## src/rtl/irq_en_pkg.sv

```systemverilog
package irq_en_pkg;

  // A 0x80-byte window holds 32 register words
  localparam int WORD_IDX_W = 5;

  typedef struct packed {
    logic                  setEn;
    logic                  clrEn;
    logic                  rdEn;
    logic [WORD_IDX_W-1:0] word;
  } ctrlStrb_t;

endpackage

```

## src/rtl/irq_en_ctrl.sv

```systemverilog
module irq_en_ctrl
  import irq_en_pkg::*;
#(
  parameter int                ADDR_W   = 12,
  parameter logic [ADDR_W-1:0] SET_BASE = 'h100,
  parameter logic [ADDR_W-1:0] CLR_BASE = 'h180
) (
  input  logic              clk,
  input  logic              rstN,
  input  logic              busSel,
  input  logic              busWrite,
  input  logic              busPriv,
  input  logic [ADDR_W-1:0] busAddr,
  output ctrlStrb_t         strb,
  output logic              accErr
);

  localparam int WIN_LSB = WORD_IDX_W + 2;

  logic inSetWin;
  logic inClrWin;
  logic granted;

  assign inSetWin = busAddr[ADDR_W-1:WIN_LSB] == SET_BASE[ADDR_W-1:WIN_LSB];
  assign inClrWin = busAddr[ADDR_W-1:WIN_LSB] == CLR_BASE[ADDR_W-1:WIN_LSB];
  assign granted  = busSel && busPriv;

  always_comb begin
    strb.setEn = granted && busWrite && inSetWin;
    strb.clrEn = granted && busWrite && inClrWin;
    strb.rdEn  = granted && !busWrite && (inSetWin || inClrWin);
    strb.word  = busAddr[WIN_LSB-1:2];
  end

  always_ff @(posedge clk or negedge rstN) begin
    if (!rstN) accErr <= 1'b0;
    else       accErr <= busSel && !busPriv;
  end

  // error pulse follows an unprivileged access by one cycle
  a_r7_err_pulse: assert property (@(posedge clk) disable iff (!rstN)
    (busSel && !busPriv) |=> accErr);
  a_r7_err_quiet: assert property (@(posedge clk) disable iff (!rstN)
    !(busSel && !busPriv) |=> !accErr);

endmodule

```

## src/rtl/irq_en_dpath.sv

```systemverilog
module irq_en_dpath
  import irq_en_pkg::*;
#(
  parameter int NUM_IRQ = 134,
  parameter int DATA_W  = 32,
  parameter int ID_W    = $clog2(NUM_IRQ)
) (
  input  logic               clk,
  input  logic               rstN,
  input  ctrlStrb_t          strb,
  input  logic [DATA_W-1:0]  wdata,
  output logic [DATA_W-1:0]  rdata,
  input  logic [NUM_IRQ-1:0] irqIn,
  input  logic               ackValid,
  input  logic [ID_W-1:0]    ackId,
  output logic [NUM_IRQ-1:0] eligible
);

  localparam int NUM_WORDS = (NUM_IRQ + DATA_W - 1) / DATA_W;
  localparam int PAD_W     = NUM_WORDS * DATA_W;

  logic [NUM_IRQ-1:0] enable;
  logic [NUM_IRQ-1:0] pending;
  logic [NUM_IRQ-1:0] irqPrev;
  logic [NUM_IRQ-1:0] irqRise;
  logic [PAD_W-1:0]   enPad;

  always_ff @(posedge clk or negedge rstN) begin
    if (!rstN) irqPrev <= '0;
    else       irqPrev <= irqIn;
  end

  assign irqRise = irqIn & ~irqPrev;

  for (genvar g = 0; g < NUM_IRQ; g++) begin : gLine
    localparam int WIDX = g / DATA_W;
    localparam int BIT  = g % DATA_W;
    logic hitWord;
    logic ackHit;

    assign hitWord = strb.word == WORD_IDX_W'(WIDX);
    assign ackHit  = ackValid && (ackId == ID_W'(g));

    always_ff @(posedge clk or negedge rstN) begin
      if (!rstN) begin
        enable[g] <= 1'b0;
      end else if (strb.setEn && hitWord && wdata[BIT]) begin
        enable[g] <= 1'b1;
      end else if (strb.clrEn && hitWord && wdata[BIT]) begin
        enable[g] <= 1'b0;
      end
    end

    always_ff @(posedge clk or negedge rstN) begin
      if (!rstN)           pending[g] <= 1'b0;
      else if (irqRise[g]) pending[g] <= 1'b1;
      else if (ackHit)     pending[g] <= 1'b0;
    end
  end

  always_comb begin
    enPad = '0;
    enPad[NUM_IRQ-1:0] = enable;
  end

  always_comb begin
    rdata = '0;
    if (strb.rdEn && (32'(strb.word) < 32'(NUM_WORDS)))
      rdata = enPad[32'(strb.word)*DATA_W +: DATA_W];
  end

  assign eligible = pending & enable;

  // no enable bit drops unless the clear window was written
  a_r5_set_never_clears: assert property (@(posedge clk) disable iff (!rstN)
    !strb.clrEn |=> ((enable & $past(enable)) == $past(enable)));

  // pending bits only fall on an acknowledge
  a_r8_pend_held: assert property (@(posedge clk) disable iff (!rstN)
    !ackValid |=> ((pending & $past(pending)) == $past(pending)));

endmodule

```

## src/rtl/irq_en_bank.sv

```systemverilog
module irq_en_bank
  import irq_en_pkg::*;
#(
  parameter int NUM_IRQ = 134,
  parameter int DATA_W  = 32,
  parameter int ADDR_W  = 12,
  parameter int ID_W    = $clog2(NUM_IRQ)
) (
  input  logic               clk,
  input  logic               rstN,
  input  logic               busSel,
  input  logic               busWrite,
  input  logic               busPriv,
  input  logic [ADDR_W-1:0]  busAddr,
  input  logic [DATA_W-1:0]  busWdata,
  output logic [DATA_W-1:0]  busRdata,
  output logic               accErr,
  input  logic [NUM_IRQ-1:0] irqIn,
  input  logic               ackValid,
  input  logic [ID_W-1:0]    ackId,
  output logic [NUM_IRQ-1:0] eligible
);

  localparam int LAST_WORD = (NUM_IRQ - 1) / DATA_W;
  localparam int LAST_BITS = NUM_IRQ - LAST_WORD * DATA_W;

  ctrlStrb_t strb;

  irq_en_ctrl #(
    .ADDR_W(ADDR_W)
  ) uCtrl (
    .clk(clk), .rstN(rstN), .busSel(busSel), .busWrite(busWrite),
    .busPriv(busPriv), .busAddr(busAddr), .strb(strb), .accErr(accErr)
  );

  irq_en_dpath #(
    .NUM_IRQ(NUM_IRQ), .DATA_W(DATA_W), .ID_W(ID_W)
  ) uDpath (
    .clk(clk), .rstN(rstN), .strb(strb), .wdata(busWdata), .rdata(busRdata),
    .irqIn(irqIn), .ackValid(ackValid), .ackId(ackId), .eligible(eligible)
  );

  // unprivileged reads return zero
  a_r7_rd_zero: assert property (@(posedge clk) disable iff (!rstN)
    (busSel && !busWrite && !busPriv) |-> (busRdata == '0));

  // reserved upper bits of the last word read as zero
  a_r6_resv_zero: assert property (@(posedge clk) disable iff (!rstN)
    (busSel && !busWrite && (32'(busAddr[6:2]) == 32'(LAST_WORD)))
      |-> ((busRdata >> LAST_BITS) == '0));

endmodule

```

## config.mk

```make
export PLATFORM = sky130hd
export DESIGN_NAME = irq_en_bank
export DESIGN_NICKNAME = d
export VERILOG_FILES = /design/src/rtl/irq_en_pkg.sv /design/src/rtl/irq_en_ctrl.sv /design/src/rtl/irq_en_dpath.sv /design/src/rtl/irq_en_bank.sv
export SDC_FILE = /design/constraint.sdc
export NUM_CORES = 1
export LEC_CHECK = 0
export BUFFER_PORTS_ARGS = -buffer_cell sky130_fd_sc_hd__clkbuf_2
export CORE_MARGIN = 2
export CORE_UTILIZATION = 58
export CTS_BUF_LIST = sky130_fd_sc_hd__clkbuf_8
export DETAILED_ROUTE_END_ITERATION = 10
export PLACE_DENSITY = 0.84
export SYNTH_ARGS = -nofsm -noshare
export SYNTH_HDL_FRONTEND = slang
export SYNTH_SLANG_ARGS = --single-unit
```

## constraint.sdc

```tcl
create_clock -name clk -period 4.5 [get_ports clk]
set_input_delay 0.45 -clock clk [delete_from_list [all_inputs] [get_ports clk]]
set_output_delay 0.45 -clock clk [all_outputs]
set_load 0.01 [all_outputs]
```

### After elaboration in Yosys (flattened, before gate mapping)

Index checks and enable logic that the tools add are counted.

| storage, ports and cells | value |
|---|---|
| register bits | 403 |
| input port bits | 192 |
| output and inout port bits | 167 |
| word-level logic and storage cells | 1644 |

| operators by class | value |
|---|---|
| $lt $le $gt $ge | 1 |
| eq/ne operators | 139 |
| shifts and indexed selects | 1 |
| multiplexer cells | 537 |
| bitwise gates (word level) | 3 |
| reduce and logical (&&, ||, !) cells | 693 |

Operators with widths:

| operator | count |
|---|---|
| $mux W1 | 536 |
| $reduce_bool A2 Y1 | 268 |
| $eq A8 B7 Y1 const B | 64 |
| $logic_and A1 B1 Y1 | 420 |
| $and A134 B134 Y134 | 2 |
| $eq A8 B6 Y1 const B | 32 |
| $shiftx A160 B11 Y32 | 1 |
| $not A134 Y134 | 1 |
| $eq A8 B5 Y1 const B | 16 |
| $eq A8 B4 Y1 const B | 8 |
| $eq A8 B8 Y1 const B | 6 |
| $eq A8 B3 Y1 const B | 4 |
| $mux W32 | 1 |
| $eq A5 B2 Y1 const B | 4 |
| $eq A8 B2 Y1 const B | 2 |
| $eq A8 B1 Y1 const B | 1 |
| $logic_not A8 Y1 | 1 |
| $eq A5 B1 Y1 const B | 1 |
| $eq A5 B3 Y1 const B | 1 |
| $logic_not A5 Y1 | 1 |
| $lt A5 B3 Y1 const B | 1 |
| $logic_not A1 Y1 | 2 |
| $logic_or A1 B1 Y1 | 1 |

### Longest topological paths before layout

Gate-level depths: netlist of the first run.

| depth | value |
|---|---|
| word-level depth | 7 |
| gate-level depth with buffers | 7 |
| depth with buffers taken out | 4 |

### By module

Synthesis of the first run repeated with hierarchy kept, for this count alone.

| unflattened totals | value |
|---|---|
| cells, all modules | 1449 |
| area total of the unflattened synthesis | 16891.2 µm² |

Modules (own cells, without submodules):

| module | instances | cells each | area each (µm²) | seq. area each (µm²) |
|---|---|---|---|---|
| irq_en_dpath | 1 | 1435 | 16764.8 | 10059.6 |
| irq_en_ctrl | 1 | 14 | 126.4 | 25.0 |

### Least setup slack after synthesis of the first run

No wires, ideal clock.

| path | value |
|---|---|
| path type | input to output |
| from | input busAddr[10] |
| to | output busRdata[21] |
| data arrival time | 2058 ps |
| required time | 4050 ps |
| path slack | 1992 ps |
| stages on the path | 7 |
| path buffers | 3 |
| cells stage by stage | or3b_1 buf_6 or2_0 or4_1 buf_6 buf_12 nor2b_2 |

| between the ends | value |
|---|---|
| word-level cells in the longest chain between the ends | 5 |
| elaborated cells on any way between the ends | 6 |
| those cells by class | eq/ne: 2; mux: 1; reduce/logical: 3 |

RTL lines:

| item | line | text |
|---|---|---|
| start, declared | irq_en_bank.sv:14 | `input logic [ADDR_W-1:0] busAddr,` |
| $eq A5 B2 Y1 (on tied branches) | irq_en_ctrl.sv:24, irq_en_ctrl.sv:25 |  |
| $logic_or A1 B1 Y1 * | irq_en_ctrl.sv:31 | `strb.rdEn = granted && !busWrite && (inSetWin \|\| inClrWin);` |
| $logic_and A1 B1 Y1 * | irq_en_ctrl.sv:31 |  |
| $logic_and A1 B1 Y1 * | irq_en_dpath.sv:68 | `if (strb.rdEn && (32'(strb.word) < 32'(NUM_WORDS)))` |
| $mux W32 * | irq_en_dpath.sv:68 |  |
| end, declared | irq_en_bank.sv:16 | `output logic [DATA_W-1:0] busRdata,` |

Mark *: on every way between the ends. The rest lies on a longest branch, timed or not.

### Worst setup path after layout of the first run

| path | value |
|---|---|
| from | input busAddr[10] |
| to | output busRdata[22] |

Same word-level chain as after synthesis.

==> results of run 1 <==
area by class of cell:
type                       instances  area (um2)
antenna                            3        7.51
tap                              384         480
multi-input combinational        829        5620
sequential                       403       10100
inverter                         266         998
clock buffer                      78        1070
clock inverter                    30         136
fill                            1850        7270
timing repair buffer             495        3180
report_power, final:
| part | internal (mW) | total, mW | switching, mW |
|---|---|---|---|
| Combinational | 0.196 | 0.490 | 0.293 |
| Clock | 1.57 | 3.01 | 1.44 |
| Sequential | 3.70 | 3.73 | 0.0259 |
| Total | 5.46 | 7.23 | 1.76 |
logic make-up (layout without fill, tap and decap cells):
kind of cell / after synthesis / after routing / synth area share [%]
AO/OA/AOI/OAI: 288 / 288 / 8.67
buffers and inverters: 322 / 869 / 7.89
flip-flops: 403 / 403 / 59.1
multiplexers: 168 / 168 / 11.8
other: 0 / 3 / 0
AND/OR/NAND/NOR: 373 / 373 / 12.5
metal layers:
| metal | GRT usage [%] | up-vias |
|---|---|---|
| met3 | 8.96 | 227 |
| li1 | - | 6019 |
| met4 | 20.4 | 0 |
| met1 | 42.6 | 6965 |
| met5 | 0 | - |
| met2 | 58.5 | 813 |
flip-flops by register name, indices dropped and copies added, names as in the netlist:
signal / cells
uDpath.enPad: 134
uDpath.irqPrev: 134
uDpath.pending: 134
uCtrl.accErr: 1
synthesized netlist by cell type:
cell type / instances / share of area, %
a21oi_1: 10 / 0.29
a31oi_1: 4 / 0.15
and2_1: 134 / 4.9
and2b_1: 2 / 0.088
and3b_1: 2 / 0.10
buf_1: 1 / 0.022
buf_12: 2 / 0.23
buf_2: 5 / 0.15
buf_4: 4 / 0.18
buf_6: 11 / 0.73
clkbuf_1: 33 / 0.73
dfrtp_1: 403 / 59
inv_1: 266 / 5.9
mux2i_1: 142 / 8.3
mux4_2: 26 / 3.4
nand2_1: 153 / 3.4
nand2b_1: 2 / 0.073
nand3_1: 16 / 0.47
nand3b_1: 2 / 0.088
nand4_1: 3 / 0.11
nand4b_1: 1 / 0.051
nor2_1: 11 / 0.24
nor2b_1: 11 / 0.40
nor2b_2: 2 / 0.10
nor2b_4: 18 / 1.5
nor3b_1: 1 / 0.044
nor4_2: 1 / 0.073
nor4_4: 4 / 0.50
o21ai_0: 265 / 7.8
o31ai_1: 2 / 0.088
o32ai_1: 6 / 0.31
o41ai_1: 1 / 0.051
or2_0: 1 / 0.037
or3_1: 3 / 0.11
or3b_1: 1 / 0.051
or3b_2: 3 / 0.15
or4_1: 1 / 0.044
or4b_1: 1 / 0.059
critical path: stages:
cell,delay (ps)
clkbuf_2,80
or3b_1,560
or2_0,300
or4_2,1000
buf_4,440
nor2b_1,190
clkbuf_2,170
how the worst min path moves through the flow:
stage	start	to	slack (ps)	depth (start not counted)
after floorplan	rstN	uCtrl.accErr	150	0
after global placement	uDpath.irqPrev[88]	uDpath.pending[88]	400	1
after detailed placement	uDpath.irqPrev[87]	uDpath.pending[87]	410	1
after CTS	irqIn[131]	uDpath.irqPrev[131]	2	1
after global routing	irqIn[34]	uDpath.irqPrev[34]	3	1
final	rstN	uDpath.enPad[29]	-7	1
through the flow:
step / hold WS [ps] / power, mW
after global placement: 401 / 4.16
final: -6.69 / 7.23
after global routing: 3.03 / 7.48
after detailed placement: 407 / 4.18
after CTS: 2.30 / 7.24
after floorplan: 154 / 3.91
what timing repair did:
| item | in CTS | in global routing |
|---|---|---|
| buffers inserted | 0 | 0 |
| hold endpoints to repair | 127 | 0 |
| hold buffers | 127 | 0 |
==> reports/results.txt, run 1 <==
WL met2 -> 26.2 mm
Site Rows -> 62
Failing checks -> negative hold slack
Nets -> 2,253
Setup Total Neg Slack -> 0 ps
First-pass GRT wire length -> 82.5 mm
Final setup vio count -> 0
Commonest non-fill, non-tap cell in the layout -> dfrtp_1
WS Path Type -> input port to output port
Status -> complete, but fails checks
WL/cell -> 21.6 um
Die ar. -> 30,800 um2
Setup crit end kind -> output port
CP startpoint -> busAddr[10]
I/O Pins -> 359
Fin crit share -> 81.0%
Ratio of cells with drive above 1 in the final layout -> 24.1%
Final Skew -> 23.2 ps
RSZ-0062 raised after global routing -> false
Clock transition at path regs -> 60 ps
Via count -> 14,000
CTS Sinks -> 403
Initial drt markers -> 1,336
Antenna violations before repair -> 3
Netlist area before placement -> 17,100 um2
Final-report hold violation count -> 3
Crit path DAT -> 3200 ps
Pwr Density -> 335 nW/um2
WL met3 -> 4.78 mm
Critical path capture point -> busRdata[22]
Post-DP HPWL -> 33.1 mm
DRC -> 0
Port bufs -> 356
Top sig layer -> met4
DR vias/cell -> 5.64
CORE AREA -> 28,900 um2
Pins over their slew limit -> 0
Global placement routability congestion -> 0.828
CTS tree -> yes
Yosys reg bits -> 403
Cell Count Post-Placement -> 2,250
Final Instance Area -> 21,600 um2
Largest net degree at the start of global routing -> 126
Cts repair resizes -> 0
Die Y -> 175 um
Placed inst area -> 19,100 um2
Worst Hold Class -> input port to asynchronous set/reset pin
Vias in the first global route -> 15,000
H-tree Lvls -> 3
Pre-CTS WS -> 914 ps
Peak VDD IR -> 0.251 mV
Netlist cell types -> 38
R2R depth -> 2
RR Startpoint -> uDpath.pending[126]
Synth-to-layout area growth -> 26.6%
Flop2flop setup slack -> 3690 ps
Min Tclk post-route -> 3650 ps
Worst R2R End -> uDpath.pending[126]
Post-Layout Cell Count -> 2,488
DRT Wirelength -> 53.7 mm
Worst path required time -> 4050 ps
Fmax -> 274 MHz
Starting density of the core -> 59.1%
Sequential element share of the synthesized area -> 59.1%
CTS Buffer Depth -> 3
Pre-Repair DR Iteration Count -> 6
Final worst slack -> 854 ps
Warnings from Yosys -> 0
Max_cap viols -> 0
Inserted Clock Buffers -> 66
P_leak -> 11.1 nW
M1 wire length -> 19.5 mm
Clk Latency, worst-skew pair -> 580 ps
Total track usage -> 35.4%
Utilization after layout -> 74.8%
Crit path launch type -> input port
Syn avg cell area -> 11.0 um2
Syn_nets -> 1,746
Max FO, Critical Path -> 16
Pin slew with the least headroom to its limit -> 1060 ps
Gr ovfl total -> 0
Post-DRT Antenna Nets -> 0
Commonest non-fill, non-tap cells in the layout -> dfrtp_1, clkbuf_2, inv_1, o21ai_0, nand2_1
Root buffer cell -> clkbuf_8
Slew margin rel. -> 29.5%
WHS -> -6.69 ps
Die width -> 175 um
Syn Inst Count -> 1,554
Power figures use the tool's default switching activity.
==> inputs of run 2 (changes only) <==
--- a/config.mk
+++ b/config.mk
@@ -7,10 +7,10 @@
 export LEC_CHECK = 0
 export BUFFER_PORTS_ARGS = -buffer_cell sky130_fd_sc_hd__clkbuf_2
 export CORE_MARGIN = 2
-export CORE_UTILIZATION = 58
+export CORE_UTILIZATION = 57
 export CTS_BUF_LIST = sky130_fd_sc_hd__clkbuf_8
 export DETAILED_ROUTE_END_ITERATION = 10
-export PLACE_DENSITY = 0.84
+export PLACE_DENSITY = 0.83
 export SYNTH_ARGS = -nofsm -noshare
 export SYNTH_HDL_FRONTEND = slang
 export SYNTH_SLANG_ARGS = --single-unit
==> constraint.sdc (replaced) <==
create_clock -name clk -period 3.4 [get_ports clk]
set_input_delay 0.34 -clock clk [delete_from_list [all_inputs] [get_ports clk]]
set_output_delay 0.34 -clock clk [all_outputs]
set_load 0.01 [all_outputs]
==> reports/results.txt, run 2 (same netlist as run 1, synthesis figures left out) <==
Starting density of the core -> 57.7%
Clk Latency, worst-skew pair -> 580 ps
Die ar. -> 31,300 um2
Net Switching -> 2.38 mW
Gr ovfl total -> 0
Flop pwr share -> 50.2%
H-tree Lvls -> 3
P_leak -> 11.2 nW
RSZ-0062 raised after global routing -> false
Nets -> 2,272
Final Skew -> 23.2 ps
Crit path DAT -> 2530 ps
Pwr Density -> 448 nW/um2
Global placement routability congestion -> 0.853
Setup Total Neg Slack -> 0 ps
CP Cell Sequence -> dlygate4sd3_1, clkbuf_2, nand2_1, or2_0, or4_2, buf_4, and2b_1, clkbuf_2
Largest net degree at the start of global routing -> 100
Post-DRT Antenna Nets -> 0
Via count -> 13,800
Worst path required time -> 3060 ps
Top cell by count, worst path -> clkbuf_2
Final setup vio count -> 0
Max FO, Critical Path -> 13
Comb pwr share -> 6.8%
Fmax -> 349 MHz
Site Rows -> 63
Max_cap viols -> 0
Final-report hold violation count -> 0
CTS Sinks -> 403
Pin slew with the least headroom to its limit -> 886 ps
Worst Hold Class -> input port to register
Clock power share -> 43.0%
WP buf/inv -> 4
Die Y -> 177 um
Slew margin rel. -> 40.8%
Status -> completed
Pins over their slew limit -> 0
First-pass GRT wire length -> 81.3 mm
WHS -> 44.0 ps
Root buffer cell -> clkbuf_8
Total track usage -> 34.5%
I/O Pins -> 359
Clock transition at path regs -> 70 ps
CTS Buffer Depth -> 3
Pre-CTS WS -> 581 ps
DRT Wirelength -> 53.1 mm
Pre-Repair DR Iteration Count -> 5
Synth-to-layout area growth -> 28.5%
Antenna violations before repair -> 6
Sw Ratio -> 24.3%
Post-DP HPWL -> 34.3 mm
WL/cell -> 21.0 um
Die width -> 177 um
Crit-path leading delay family -> simple AND/OR/NAND/NOR gates
DRC -> 0
Fin crit share -> 84.4%
Ratio of cells with drive above 1 in the final layout -> 24.8%
Min Tclk post-route -> 2870 ps
CORE AREA -> 29,600 um2
Peak VDD IR -> 0.376 mV
Setup crit end kind -> output port
WS Path Type -> input port to output port
Crit path launch type -> input port
Inserted Clock Buffers -> 67
P_int -> 7.44 mW
Worst path max stage delay -> 580 ps
CP max stage cell -> or4_2
Initial drt markers -> 923
Vias in the first global route -> 15,000
DR vias/cell -> 5.48
Commonest non-fill, non-tap cells in the layout -> dfrtp_1, clkbuf_2, inv_1, o21ai_0, nand2_1
Commonest non-fill, non-tap cell in the layout -> dfrtp_1
Port bufs -> 356
Final worst slack -> 532 ps
CTS tree -> yes
==> run 2: cell types whose count changed in the layout (fill, tap and decap cells not counted), moves of 3 or more <==
cell	previous run	this run
buf_12	2	5
buf_4	11	17
clkbuf_8	78	85
clkinv_2	1	4
dlygate4sd3_1	127	136
inv_1	290	286
==> run 2: path summary, 6_finish.rpt <==
check	slack, ps	end	depth (start not counted)	start
worst max-delay path	530	busRdata[31]	8	busPriv
worst min-delay path	40	uDpath.enPad[75]	3	busWdata[11]
worst max register to register	2590	uDpath.pending[122]	2	uDpath.pending[122]
worst min register to register	410	uDpath.pending[121]	1	uDpath.irqPrev[121]
max in group asynchronous	2000	uDpath.irqPrev[12]	4	rstN
min in group asynchronous	400	uDpath.irqPrev[28]	2	rstN
==> run 2: metrics by stage <==
step / utilization [%] / instances / power, mW / instance area (um2)
4_1_cts: 74.1 / 2516 / 9.83 / 21900
5_1_grt: 74.1 / 2521 / 10.2 / 21900
2_1_floorplan: - / 1554 / 5.18 / 17100
3_3_place_gp: 65.0 / 2265 / 5.52 / 19200
3_5_place_dp: 65.0 / 2265 / 5.54 / 19200
6_report: 74.1 / 2521 / 9.82 / 21900
==> run 2: final cells by class <==
type                       count  area, um2
fill                        1920       7650
antenna                        5       12.5
inverter                     266        998
clock buffer                  85       1170
clock inverter                30        159
multi-input combinational    829       5620
tap                          390        488
sequential                   403      10100
timing repair buffer         513       3380
==> run 2: layer usage <==
layer  track usage (%)  vias up  wire [um]
li1                  -     6069          -
met1              40.9     6793      19800
met2              57.2      717      25900
met3              7.77      230       3960
met4              21.5        2       3330
met5                 0        -         12
==> run 2: power by group through the flow <==
| stage | registers, mW | logic (mW) | clock network (mW) |
|---|---|---|---|
| 2_1_floorplan | 5.00 | 0.178 | 0 |
| 3_3_place_gp | 5.01 | 0.512 | 0 |
| 3_5_place_dp | 5.01 | 0.528 | 0 |
| 4_1_cts | 4.93 | 0.657 | 4.25 |
| 5_1_grt | 4.93 | 0.728 | 4.49 |
| 6_report | 4.93 | 0.668 | 4.22 |
==> run 2: repair_timing <==
| item | in CTS | in global routing |
|---|---|---|
| hold endpoints to repair | 284 | 0 |
| hold buffers | 136 | 0 |
| setup buffers | 0 | 0 |
| gates resized for setup | 0 | 0 |
==> run 2: tightest hold or removal path, stage by stage <==
cell and delay, ps:
clkbuf_2 110, nand2_1 70, mux2i_1 70
==> inputs of run 3 (changes only) <==
--- a/config.mk
+++ b/config.mk
@@ -7,10 +7,10 @@
 export LEC_CHECK = 0
 export BUFFER_PORTS_ARGS = -buffer_cell sky130_fd_sc_hd__clkbuf_2
 export CORE_MARGIN = 2
-export CORE_UTILIZATION = 57
+export CORE_UTILIZATION = 51
 export CTS_BUF_LIST = sky130_fd_sc_hd__clkbuf_8
 export DETAILED_ROUTE_END_ITERATION = 10
-export PLACE_DENSITY = 0.83
+export PLACE_DENSITY = 0.78
 export SYNTH_ARGS = -nofsm -noshare
 export SYNTH_HDL_FRONTEND = slang
 export SYNTH_SLANG_ARGS = --single-unit
==> constraint.sdc (replaced) <==
create_clock -name clk -period 2.3 [get_ports clk]
set_input_delay 0.23 -clock clk [delete_from_list [all_inputs] [get_ports clk]]
set_output_delay 0.23 -clock clk [all_outputs]
set_load 0.01 [all_outputs]
==> reports/results.txt, run 3 (same netlist as run 1, synthesis figures left out) <==
Hold path depth -> 4
H-tree Lvls -> 3
Post-DP HPWL -> 35.2 mm
Commonest non-fill, non-tap cell in the layout -> dfrtp_1
Final setup vio count -> 2
Clock transition at path regs -> 60 ps
DR vias/cell -> 5.32
Largest net degree at the start of global routing -> 74
Die ar. -> 34,900 um2
CORE AREA -> 32,700 um2
Post-DRT Antenna Nets -> 0
Antenna violations before repair -> 0
Inserted Clock Buffers -> 68
I/O Pins -> 359
Setup bufs post-CTS -> 0
Initial drt markers -> 1,081
Crit path DAT -> 2110 ps
Status -> complete, but fails checks
Pwr Density -> 646 nW/um2
CTS Buffer Depth -> 3
Pins over their slew limit -> 0
WL/cell -> 20.7 um
Commonest non-fill, non-tap cells in the layout -> dfrtp_1, clkbuf_2, inv_1, o21ai_0, dlygate4sd3_1
Pre-Repair DR Iteration Count -> 7
Min Tclk post-route -> 2340 ps
Max_cap viols -> 0
Peak VDD IR -> 0.536 mV
RSZ-0062 raised after global routing -> true
Gr ovfl total -> 0
Ratio of cells with drive above 1 in the final layout -> 25.0%
Die Y -> 187 um
Fmax -> 427 MHz
P_leak -> 11.5 nW
Fin crit share -> 102%
Failing checks -> negative setup slack
Post-Layout Cell Count -> 2,624
Via count -> 14,000
Max FO, Critical Path -> 10
Nets -> 2,329
Port bufs -> 356
Root buffer cell -> clkbuf_8
DRT Wirelength -> 54.3 mm
Cell Count Post-Placement -> 2,338
Synth-to-layout area growth -> 32.5%
R2R depth -> 2
Vias in the first global route -> 15,000
Die width -> 187 um
Final-report hold violation count -> 0
CTS Sinks -> 403
CTS tree -> yes
Setup crit end kind -> output port
DRC -> 0
Global placement routability congestion -> 0.842
Worst path required time -> 2070 ps
Final worst slack -> -41.9 ps
Pwr Total -> 14.6 mW
Final Skew -> 13.4 ps
Total track usage -> 31.5%
Clk Latency, worst-skew pair -> 590 ps
Slew margin rel. -> 49.1%
Final Instance Area -> 22,600 um2
WS Path Type -> input port to output port
Pre-CTS WS -> -65.6 ps
First-pass GRT wire length -> 84.3 mm
Flop2flop setup slack -> 1500 ps
Worst Hold Class -> input port to register
Crit path launch type -> input port
Starting density of the core -> 52.1%
Placed inst area -> 19,500 um2
Pin slew with the least headroom to its limit -> 762 ps
Site Rows -> 66
-- run 3: cell types whose count changed in the layout (fill, tap and decap cells not counted), moves of 2 or more --
cell,before,now
buf_12,5,13
buf_2,0,2
buf_4,17,29
clkbuf_2,354,352
clkbuf_8,85,88
clkinv_2,4,2
diode_2,5,1
dlygate4sd3_1,136,170
inv_1,286,289
inv_6,2,0
inv_8,2,0
-- run 3: timing repair --
item,in CTS,in global routing
endpoints found under the hold margin,644,0
gates cloned,1,0
setup endpoints to repair,13,14
gates resized for setup,1,6
hold buffers,170,0
-- run 3: final cells by class --
type                    count  area, um2
inverters                 266        998
multi-input cells         829       5630
clock inverters            26        104
fillers                  2286      10100
diodes                      1       2.50
repair buffers            569       4010
flip-flops and latches    403      10100
well taps                 442        553
clock buffers              88       1210
-- run 3: path summary, 6_finish.rpt --
kind	startpoint	end
hold / removal	ackId[0]	uDpath.pending[11]
min in group asynchronous	rstN	uDpath.irqPrev[24]
max in group asynchronous	rstN	uDpath.enPad[87]
setup reg to reg	uDpath.pending[130]	uDpath.pending[130]
hold reg to reg	uDpath.irqPrev[27]	uDpath.pending[27]
setup / recovery	busAddr[10]	busRdata[16]
-- run 3: metrics by stage --
stage | hold WS (ps) | utilization [%] | TNS (ps)
floorplan | -65.6 | - | 0
CTS | 7.93 | 69.1 | 0
finish | 48.3 | 69.1 | -49.6
global route | 55.4 | 69.1 | -136
detailed placement | 186 | 59.7 | -373
global placement | 177 | 59.7 | -209
-- run 3: routing by layer --
layer,vias up,GRT usage (%),wire [um]
met3,193,7.19,3870
met5,-,0,0
met1,6911,39.0,21100
li1,6172,-,-
met4,0,14.5,2550
met2,681,52.8,26800
-- run 3: worst max-delay path, stage by stage --
cell	delay, ps
clkbuf_2	100
or3b_4	400
or2_1	260
or4_4	540
buf_8	220
nor2b_1	180
clkbuf_2	190
-- run 3: power by group --
part | internal, mW | switching, mW
registers | 7.24 | 0.0507
logic | 0.474 | 0.598
clock network | 3.40 | 2.83
